[src/rtl/madd_pkg.sv]
package madd_pkg;

  // Size of each lane's coefficient bank and its index width
  localparam int NCOEF = 8;
  localparam int COEF_SEL_W = $clog2(NCOEF);

  // Raw coefficient value for lane/index; callers truncate to data width
  function automatic int coef_raw(input int lane, input int idx);
    return (lane * NCOEF + idx) * 37 + 5;
  endfunction

endpackage

[src/rtl/madd_pipe.sv]
module madd_pipe #(
  parameter int WIDTH = 1,
  parameter int DEPTH = 1
) (
  input  logic             clk,
  input  logic             arst_n,
  input  logic             ce,
  input  logic [WIDTH-1:0] d_i,
  output logic [WIDTH-1:0] q_o
);

  generate
    if (DEPTH == 0) begin : g_wire
      assign q_o = d_i;
    end else begin : g_regs
      logic [WIDTH-1:0] stg [DEPTH];
      always_ff @(posedge clk or negedge arst_n) begin
        if (!arst_n) begin
          for (int i = 0; i < DEPTH; i++) stg[i] <= '0;
        end else if (ce) begin
          stg[0] <= d_i;
          for (int i = 1; i < DEPTH; i++) stg[i] <= stg[i-1];
        end
      end
      assign q_o = stg[DEPTH-1];
    end
  endgenerate

endmodule

[src/rtl/madd_lane.sv]
module madd_lane
  import madd_pkg::*;
#(
  parameter int DW       = 8,
  parameter int PROD_W   = 2 * DW + 2,
  parameter int LANE     = 0,
  parameter int PROD_REG = 1
) (
  input  logic                     clk,
  input  logic                     arst_n,
  input  logic                     ce,
  input  logic [DW-1:0]            a_port,
  input  logic [DW-1:0]            a_chain,
  input  logic                     chain_sel,
  input  logic [DW-1:0]            b_port,
  input  logic                     sign_s1,
  input  logic                     preadd_s1,
  input  logic [COEF_SEL_W-1:0]    coef_s1,
  output logic [DW-1:0]            a_q,
  output logic signed [PROD_W-1:0] prod_o
);

  logic [DW-1:0] b_q;

  // Widen an operand to the product width by sign or zero extension
  function automatic logic signed [PROD_W-1:0] widen(input logic [DW-1:0] v,
                                                     input logic sgn);
    if (sgn) return {{(PROD_W-DW){v[DW-1]}}, v};
    else     return {{(PROD_W-DW){1'b0}}, v};
  endfunction

  // Lane product: plain a*b, or (a+b)*coef in pre-add mode
  function automatic logic signed [PROD_W-1:0] lane_mul(
      input logic [DW-1:0] a, input logic [DW-1:0] b, input logic [DW-1:0] c,
      input logic sgn, input logic pre);
    logic signed [PROD_W-1:0] l_op, r_op;
    l_op = pre ? widen(a, sgn) + widen(b, sgn) : widen(a, sgn);
    r_op = pre ? widen(c, sgn) : widen(b, sgn);
    return l_op * r_op;
  endfunction

  // Input register; in chain mode A shifts from the lane below
  always_ff @(posedge clk or negedge arst_n) begin
    if (!arst_n) begin
      a_q <= '0;
      b_q <= '0;
    end else if (ce) begin
      a_q <= chain_sel ? a_chain : a_port;
      b_q <= b_port;
    end
  end

  logic [DW-1:0]            coef_w;
  logic signed [PROD_W-1:0] prod_w;

  assign coef_w = DW'(coef_raw(LANE, int'(coef_s1)));
  assign prod_w = lane_mul(a_q, b_q, coef_w, sign_s1, preadd_s1);

  generate
    if (PROD_REG != 0) begin : g_preg
      always_ff @(posedge clk or negedge arst_n) begin
        if (!arst_n)  prod_o <= '0;
        else if (ce)  prod_o <= prod_w;
      end
    end else begin : g_pcomb
      assign prod_o = prod_w;
    end
  endgenerate

endmodule

[src/rtl/madd_sum_acc.sv]
module madd_sum_acc #(
  parameter int N_MULT  = 4,
  parameter int PROD_W  = 18,
  parameter int RES_W   = 24,
  parameter int PRELOAD = 100
) (
  input  logic                     clk,
  input  logic                     arst_n,
  input  logic                     ce,
  input  logic [N_MULT*PROD_W-1:0] prods_i,
  input  logic [N_MULT-2:0]        sub_s,
  input  logic                     acc_en_s,
  input  logic                     acc_load_s,
  input  logic                     valid_s,
  output logic signed [RES_W-1:0]  sum_o,
  output logic [RES_W-1:0]         acc_q,
  output logic                     acc_valid
);

  localparam logic [RES_W-1:0] PRELOAD_V = RES_W'(PRELOAD);

  // Sign-extend one lane product to the result width
  function automatic logic signed [RES_W-1:0] grow(input logic [PROD_W-1:0] p);
    return {{(RES_W-PROD_W){p[PROD_W-1]}}, p};
  endfunction

  always_comb begin
    sum_o = grow(prods_i[0 +: PROD_W]);
    for (int k = 1; k < N_MULT; k++) begin
      if (sub_s[k-1]) sum_o = sum_o - grow(prods_i[k*PROD_W +: PROD_W]);
      else            sum_o = sum_o + grow(prods_i[k*PROD_W +: PROD_W]);
    end
  end

  logic [RES_W-1:0] acc_term;
  assign acc_term = !acc_en_s ? '0 : (acc_load_s ? PRELOAD_V : acc_q);

  // First output register doubles as the accumulator
  always_ff @(posedge clk or negedge arst_n) begin
    if (!arst_n) begin
      acc_q     <= '0;
      acc_valid <= 1'b0;
    end else if (ce) begin
      acc_q     <= sum_o + acc_term;
      acc_valid <= valid_s;
    end
  end

endmodule

[src/rtl/rt_mult_add.sv]
module rt_mult_add
  import madd_pkg::*;
#(
  parameter int N_MULT    = 4,
  parameter int DW        = 8,
  parameter int PROD_REG  = 1,
  parameter int EXTRA_LAT = 1,
  parameter int ACC_GUARD = 4,
  parameter int PRELOAD   = 100,
  localparam int PROD_W   = 2 * DW + 2,
  localparam int LOG_N    = $clog2(N_MULT),
  localparam int RES_W    = PROD_W + LOG_N + ACC_GUARD
) (
  input  logic                   clk,
  input  logic                   arst_n,
  input  logic                   ce,
  input  logic                   in_valid,
  input  logic [N_MULT*DW-1:0]   a_in,
  input  logic [N_MULT*DW-1:0]   b_in,
  input  logic                   sign_sel,
  input  logic [N_MULT-2:0]      sub_sel,
  input  logic                   chain_sel,
  input  logic                   preadd_sel,
  input  logic [COEF_SEL_W-1:0]  coef_sel,
  input  logic                   acc_en,
  input  logic                   acc_load,
  output logic                   out_valid,
  output logic [RES_W-1:0]       result
);

  localparam int S1_W  = 2 + COEF_SEL_W;
  localparam int SUM_W = (N_MULT - 1) + 3;

  // Named internal events for the checker
  logic                     sign_s1, preadd_s1;
  logic [COEF_SEL_W-1:0]    coef_s1;
  logic [N_MULT-2:0]        sub_s;
  logic                     acc_en_s, acc_load_s, valid_s;
  logic [N_MULT*DW-1:0]     a_q_flat;
  logic [N_MULT*PROD_W-1:0] prod_flat;
  logic signed [RES_W-1:0]  sum_w;
  logic [RES_W-1:0]         acc_q;
  logic                     acc_valid;

  // Controls used by the lanes: delayed to line up with the input register
  madd_pipe #(.WIDTH(S1_W), .DEPTH(1)) u_ctl_s1 (
    .clk(clk), .arst_n(arst_n), .ce(ce),
    .d_i({sign_sel, preadd_sel, coef_sel}),
    .q_o({sign_s1, preadd_s1, coef_s1})
  );

  // Controls used by the combining stage: delayed past the product register too
  madd_pipe #(.WIDTH(SUM_W), .DEPTH(1 + PROD_REG)) u_ctl_sum (
    .clk(clk), .arst_n(arst_n), .ce(ce),
    .d_i({sub_sel, acc_en, acc_load, in_valid}),
    .q_o({sub_s, acc_en_s, acc_load_s, valid_s})
  );

  generate
    for (genvar k = 0; k < N_MULT; k++) begin : g_lane
      logic [DW-1:0] chain_src;
      if (k == 0) begin : g_head
        assign chain_src = a_in[0 +: DW];
      end else begin : g_link
        assign chain_src = a_q_flat[(k-1)*DW +: DW];
      end
      madd_lane #(.DW(DW), .PROD_W(PROD_W), .LANE(k), .PROD_REG(PROD_REG)) u_lane (
        .clk(clk), .arst_n(arst_n), .ce(ce),
        .a_port(a_in[k*DW +: DW]),
        .a_chain(chain_src),
        .chain_sel(chain_sel),
        .b_port(b_in[k*DW +: DW]),
        .sign_s1(sign_s1),
        .preadd_s1(preadd_s1),
        .coef_s1(coef_s1),
        .a_q(a_q_flat[k*DW +: DW]),
        .prod_o(prod_flat[k*PROD_W +: PROD_W])
      );
    end
  endgenerate

  madd_sum_acc #(.N_MULT(N_MULT), .PROD_W(PROD_W), .RES_W(RES_W), .PRELOAD(PRELOAD)) u_sum (
    .clk(clk), .arst_n(arst_n), .ce(ce),
    .prods_i(prod_flat),
    .sub_s(sub_s),
    .acc_en_s(acc_en_s),
    .acc_load_s(acc_load_s),
    .valid_s(valid_s),
    .sum_o(sum_w),
    .acc_q(acc_q),
    .acc_valid(acc_valid)
  );

  // Extra latency stages after the first output register
  madd_pipe #(.WIDTH(RES_W + 1), .DEPTH(EXTRA_LAT)) u_out (
    .clk(clk), .arst_n(arst_n), .ce(ce),
    .d_i({acc_valid, acc_q}),
    .q_o({out_valid, result})
  );

endmodule

[config.mk]
export PLATFORM = sky130hd
export DESIGN_NAME = rt_mult_add
export DESIGN_NICKNAME = d
export VERILOG_FILES = /design/src/rtl/madd_pkg.sv /design/src/rtl/madd_pipe.sv /design/src/rtl/madd_lane.sv /design/src/rtl/madd_sum_acc.sv /design/src/rtl/rt_mult_add.sv
export SDC_FILE = /design/constraint.sdc
export NUM_CORES = 2
export LEC_CHECK = 0
export ABC_CLOCK_PERIOD_IN_PS = 10250
export BUFFER_PORTS_ARGS = -buffer_cell sky130_fd_sc_hd__buf_4
export CORE_MARGIN = 1.5
export CORE_UTILIZATION = 66
export DETAILED_ROUTE_END_ITERATION = 12
export PLACE_DENSITY = 0.84
export SYNTH_ARGS = -nofsm -noshare
export SYNTH_HDL_FRONTEND = slang
export SYNTH_SLANG_ARGS = --single-unit
[constraint.sdc]
create_clock -name clk -period 10.25 [get_ports clk]
set_input_delay 2.05 -clock clk [delete_from_list [all_inputs] [get_ports clk]]
set_output_delay 2.05 -clock clk [all_outputs]
set_load 0.01 [all_outputs]
== After elaboration in Yosys (flattened, before gate mapping) ==
Index checks and enable logic that the tools add are counted.

* Register bits: 203
* Word-level logic and storage cells: 72

* Multiply operators: 8
* $add $sub $neg: 18
* Multiplexer cells: 28

{| class="wikitable"
|+ Operators by type and width
! cell !! count
|-
| 2-to-1 mux 18 bit || 20
|-
| 2-to-1 mux 24 bit || 5
|-
| multiplier 32 x 7 -> 8 bit (second input constant) || 3
|-
| adder 18 bit || 4
|-
| multiplier 18 x 18 -> 18 bit || 4
|-
| adder 24 x 18 -> 24 bit || 2
|-
| subtractor 24 x 18 -> 24 bit || 2
|-
| adder 8 x 4 -> 8 bit (second input constant) || 4
|-
| adder 24 bit || 1
|-
| 2-to-1 mux 8 bit || 3
|-
| adder 18 x 18 -> 19 bit || 1
|-
| subtractor 18 x 18 -> 19 bit || 1
|-
| adder 5 x 3 -> 6 bit (first input constant) || 2
|-
| multiplier 3 x 6 -> 8 bit (second input constant) || 1
|-
| adder 4 x 3 -> 5 bit (first input constant) || 1
|}

== Longest topological paths before layout ==
* Depth in word-level cells: 7
* Depth in mapped cells: 40

== Modules after synthesis ==
Synthesis repeated with hierarchy kept, for this count alone.

* Cell total of the unflattened synthesis: 4063
* Area total of the unflattened synthesis: 36450.0 µm²

{| class="wikitable"
|+ Modules (own cells, without submodules)
! module !! instances !! cells each !! area an instance (µm²)
|-
| madd_lane (g_lane[3].u_lane) || 1 || 797 || 7176.9
|-
| madd_lane (g_lane[2].u_lane) || 1 || 792 || 7149.4
|-
| madd_lane (g_lane[0].u_lane) || 1 || 786 || 7114.3
|-
| madd_lane (g_lane[1].u_lane) || 1 || 785 || 7015.5
|-
| madd_sum_acc || 1 || 809 || 6249.7
|-
| madd_pipe (u_out) || 1 || 53 || 1033.5
|-
| madd_pipe (u_ctl_sum) || 1 || 31 || 529.3
|-
| madd_pipe (u_ctl_s1) || 1 || 10 || 181.4
|}

== Worst setup path after synthesis ==
No wires, ideal clock.

* Path kind: register to register
* Start point: register g_lane[1].u_lane.a_q[0]
* End point: register g_lane[1].u_lane.prod_o[17]
* Stages on the path, launching flop included: 31
* Slack: 2280 ps
* Buffers on the path: 0
* Required time: 10125 ps
* Arrival: 7846 ps
* Path through: dfrtp_1 ha_1 fa_1 a21o_1 a21oi_1 o21bai_1 a31o_2 a21oi_1 fa_1 mux2_2 nor2_1 fa_1 fa_1 inv_1 fa_1 inv_1 fa_1 inv_1 fa_1 inv_1 fa_1 xor2_1 xnor2_1 xnor2_1 xnor2_1 xnor3_1 xnor2_1 xnor3_1 xnor2_1 xnor3_1 mux2_2

* Word-level cells in the longest chain between the ends: 4

{| class="wikitable"
|+ Ends and longest elaborated chain
! element !! RTL line !! RTL
|-
| start, declared || madd_lane.sv:19 || <nowiki>output logic [DW-1:0] a_q,</nowiki>
|-
| start signal, assigned || madd_lane.sv:48 || <nowiki>a_q <= chain_sel ? a_chain : a_port;</nowiki>
|-
| 2-to-1 mux 18 bit (*) || madd_lane.sv:28 || <nowiki>if (sgn) return {{(PROD_W-DW){v[DW-1]}}, v};</nowiki>
|-
| adder 18 bit || madd_lane.sv:37 || <nowiki>l_op = pre ? widen(a, sgn) + widen(b, sgn) : widen(a, sgn);</nowiki>
|-
| 2-to-1 mux 18 bit (*) || madd_lane.sv:37 ||
|-
| multiplier 18 x 18 -> 18 bit (*) || madd_lane.sv:39 || <nowiki>return l_op * r_op;</nowiki>
|-
| end signal, assigned || madd_lane.sv:63 || <nowiki>else if (ce) prod_o <= prod_w;</nowiki>
|-
| end, declared || madd_lane.sv:20 || <nowiki>output logic signed [PROD_W-1:0] prod_o</nowiki>
|}

Mark *: on every way between the ends. The rest lies on a longest branch, timed or not.
A chain may end at the register's enable or synchronous reset.

== Worst setup path after layout ==
* Start point: register u_ctl_s1.g_regs.stg, in the netlist u_ctl_s1.q_o[0]
* End point: register g_lane[3].u_lane.prod_o[17]

* Word-level cells in the longest chain between the ends: 6

{| class="wikitable"
|+ Ends and longest elaborated chain
! element !! RTL line !! RTL
|-
| start, declared || madd_pipe.sv:16 || <nowiki>logic [WIDTH-1:0] stg [DEPTH];</nowiki>
|-
| adder 5 x 3 -> 6 bit || madd_pkg.sv:9 || <nowiki>return (lane * NCOEF + idx) * 37 + 5;</nowiki>
|-
| multiplier 32 x 7 -> 8 bit || madd_pkg.sv:9 ||
|-
| adder 8 x 4 -> 8 bit || madd_pkg.sv:9 ||
|-
| 2-to-1 mux 18 bit || madd_lane.sv:28 ||
|-
| 2-to-1 mux 18 bit || madd_lane.sv:38 || <nowiki>r_op = pre ? widen(c, sgn) : widen(b, sgn);</nowiki>
|-
| multiplier 18 x 18 -> 18 bit || madd_lane.sv:39 ||
|-
| end signal, assigned || madd_lane.sv:63 ||
|-
| end, declared || madd_lane.sv:20 ||
|}

No other way between the ends.

==> summary.txt <==
Run status
  – Outcome: completed

Yosys
  – Post-synth EDFFs: 0
  – Syn nets: approximately 4,800
  – Cell variety after synth: 93
  – Mux share of post-synthesis cell area: around 6.4%
  – Synth Area in Simple Gates: a little over an eighth
  – Top-count cell post-synth: inv_1
  – Post-synth top cells: inv_1 (702), fa_1 (433), nor2_1 (419), ha_1 (406), xnor2_1 (234)
  – Syn_area_per_cell: between 9 and 10 um^2
  – Compound-Gate Fraction of Synth Area: 10.4%
  – Largest family of logic cells by synthesized area: adder cells
  – Cell Area, Synth: about 35,000 um^2
  – Biggest area consumer among synthesized cells: fa_1
  – Cells after synthesis: around 4,000
  – Synth warn: 0
  – Register bit count reported by yosys: ~200
  – Synth top area cells: fa_1 (25%), dfrtp_1 (14%), ha_1 (14%)
  – Post-Synth Adder-Cell Area: 39.2%
  – Post-synth top area share: between 20% and 30%
  – Async SR Flop Fraction: 100%
  – Top_reg_cell synth: dfrtp_1
  – Xor/xnor share of the synthesized area: 7.70%
  – Sequential fraction of the synthesis area: about 14%

STA
  – Total Neg Setup Slack: 0 ns
  – Final Slew Violations: 0
  – Final worst slack: roughly 1.1 ns
  – Crit share post-route: 89.7%
  – Setup-failing EPs final: 0
  – Slew @ Worst Pin: 1.23 ns
  – Unrepaired setup endpoints after global routing: no
  – Hold Vio Cnt, Final: 0
  – Tmin final: just over 9 ns
  – Rel. slew slack: approximately 17%
  – Worst Clk Skew: about 0.032 ns
  – Fmax: between 100 and 150 MHz

Worst setup path
  – Reg2reg start: u_ctl_s1.q_o[0]$_DFFE_PN0P_
  – Endpoint class of the critical path: flip-flop
  – R2r endpoint: g_lane[3].u_lane.prod_o[17]$_DFFE_PN0P_
  – CP arrival: between 9 and 10 ns
  – Crit path launch: u_ctl_s1.q_o[0]$_DFFE_PN0P_
  – Setup CP Type: reg -> reg
  – Worst-path fanout max: 11
  – Reg2Reg Setup Slack: between 1 and 1.5 ns
  – Critical path launch point type: flip-flop
  – R2r worst-path depth: 27
  – Setup crit end: g_lane[3].u_lane.prod_o[17]$_DFFE_PN0P_
  – Critical path required time: about 11 ns

Clocking
  – Max Buffers Root-to-Sink: 3
  – TritonCTS buffer count: 24
  – Clk_lat worst skew: roughly 0.57 ns
  – Cts repair resizes: 0
  – CTS tree: done
  – Root buf cell: clkbuf_16
  – Hold buffers post-CTS: 0
  – Clock transition at path regs: roughly 0.060 ns
  – H-tree level count: 1
  – Post-CTS setup buffers: 0
  – Clock sink count: 203

Finish
  – Ratio of cells with drive above 1 in the final layout: between 10 and 15%
  – Fillers: around 3,800
  – ANT cells: 0
  – Layout Utilization: 71.2%
  – Design area: 37,400 um^2
  – Area growth syn-to-layout: 6.73%
  – Nets@finish: a little under 5,000

Route
  – Iter 0 DRT Violations: around 2,000
  – Wire per inst: between 15 and 20 um
  – DR pass1 iterations: 5
  – Routed Antenna Nets: 0
  – DR vias: roughly 27,000
  – # DRC: 0
  – Final WL: 84.4 mm
  – Vias per inst: between 5 and 6

Placed design
  – DP Wirelength: slightly below 70 mm
  – Placed cell areas: between 30,000 and 40,000 um^2
  – Final GP Congestion: 0.961
  – Place WS: roughly 1.2 ns
  – Port Buffers: between 100 and 150

Global route
  – Congestion Overflow GR: 0
  – Met3 usage: around 4.7%
  – Tot GR Track Use: approximately 32%
  – Largest net degree at the start of global routing: about 100
  – Met2 global-route usage: 52.7%
  – Vias in the first global route: approximately 28,000
  – Busiest grt layer: met2
  – First-pass GRT wire length: between 100 and 150 mm
  – Initial antenna violation count: 1
  – Met1 global-route usage: about 43%

Die
  – Full die area: 54,500 um^2
  – Total I/O pin count: approximately 100
  – Core ar.: 52,600 um^2
  – Starting Density: between 60% and 70%
  – Die Y: 233 um
  – Die width: ~230 um
  – Placement Rows: 84

Run
  – Max Cap Viol: 0

Min path
  – Hold Path Class: reg -> reg
==> flip-flops by register name, indices dropped and copies added (netlist names) <==
register              flops
u_ctl_sum.g_regs.stg      6
g_lane.u_lane.b_q        32
u_ctl_s1.q_o              5
u_ctl_sum.q_o             6
u_out.q_o                25
u_sum.acc_valid           1
u_sum.acc_q              24
g_lane.u_lane.a_q        32
g_lane.u_lane.prod_o     72
==> area by class of cell <==
class	instances	area, um^2	share of cell area, %
Clock buffer	26	618	1.65
Multi-Input combinational cell	2884	26900	71.9
Clock inverter	18	223	0.595
Inverter	703	2640	7.06
Timing Repair Buffer	145	1100	2.95
Sequential cell	203	5080	13.6
Tap cell	688	861	2.30
==> per-layer routing <==
layer | up-vias | wire [um]
met1 | 13300 | 35400
li1 | 12800 | -
met5 | - | 13
met3 | 198 | 6230
met2 | 1015 | 39000
met4 | 2 | 3770
==> cells in the final DEF (no fill, tap or decap), types with 8 or more instances in the layout <==
master,instances
and2_1,29
inv_1,701
or2_2,31
o311ai_0,8
mux2i_1,55
or3_1,21
nand2_1,218
ha_1,406
a21boi_0,10
nor3_1,64
nor2_1,419
o211ai_1,8
xnor3_1,10
buf_4,143
o21a_1,22
and3_1,16
o31ai_1,14
a211oi_1,23
fa_1,433
dfrtp_1,202
nor2b_1,28
o21bai_1,28
a31oi_1,26
nand3_1,25
o21ai_0,129
nor4_1,9
mux2_2,134
clkbuf_16,24
a21oi_1,191
xnor2_1,234
a21o_1,43
nand2b_1,67
a2111oi_0,8
xor2_1,43
==> worst min path at each step <==
| stage | cells after the start | from | slack [ns] | endpoint |
|---|---|---|---|---|
| 2_1_floorplan | 2 | g_lane[0].u_lane.prod_o[0]$_DFFE_PN0P_ | 0.45 | g_lane[0].u_lane.prod_o[0]$_DFFE_PN0P_ |
| 3_3_place_gp | 2 | g_lane[0].u_lane.prod_o[0]$_DFFE_PN0P_ | 0.47 | g_lane[0].u_lane.prod_o[0]$_DFFE_PN0P_ |
| 3_5_place_dp | 1 | u_ctl_sum.g_regs.stg[7]$_DFFE_PN0P_ | 0.49 | u_ctl_sum.q_o[1]$_DFFE_PN0P_ |
| 4_1_cts | 1 | u_ctl_sum.g_regs.stg[7]$_DFFE_PN0P_ | 0.51 | u_ctl_sum.q_o[1]$_DFFE_PN0P_ |
| 5_1_grt | 1 | u_out.q_o[21]$_DFFE_PN0P_ | 0.52 | u_out.q_o[21]$_DFFE_PN0P_ |
| 6_report | 1 | u_ctl_sum.g_regs.stg[7]$_DFFE_PN0P_ | 0.50 | u_ctl_sum.q_o[1]$_DFFE_PN0P_ |
==> worst max-delay path, stage by stage (launching register included) <==
cell and delay (ns):
dfrtp_1 0.58, ha_1 0.42, inv_1 0.13, ha_1 0.46
inv_1 0.13, ha_1 0.36, o21ai_0 0.14, a21oi_1 0.19
mux2i_1 0.49, o21ai_0 0.56, nor2_1 0.60, fa_1 0.54
fa_1 0.49, inv_1 0.05, fa_1 0.48, fa_1 0.54
inv_1 0.05, fa_1 0.51, fa_1 0.42, ha_1 0.35
a21o_1 0.17, a21oi_1 0.17, nor4b_1 0.34, nor2_1 0.19
xnor2_1 0.25, nor4_1 0.07, o31ai_1 0.26, nand4b_1 0.11
==> through the flow <==
stage / std cells / hold WS, ns
2_1_floorplan: 3892 / 0.449
5_1_grt: 4667 / 0.522
3_3_place_gp: 4623 / 0.470
4_1_cts: 4667 / 0.508
6_report: 4667 / 0.503
3_5_place_dp: 4623 / 0.493
==> cell families after synthesis <==
group                      Yosys count
buffers and inverters              805
xor gates and xnor gates           289
AOI/OAI and AO/OA                  577
adders and majority gates          839
muxes                              199
DFF                                203
and+or+nand+nor                    980
Power is left out: the tool's default activity adds up to more than one toggle a clock period on the data nets, which glitch-free logic cannot reach.
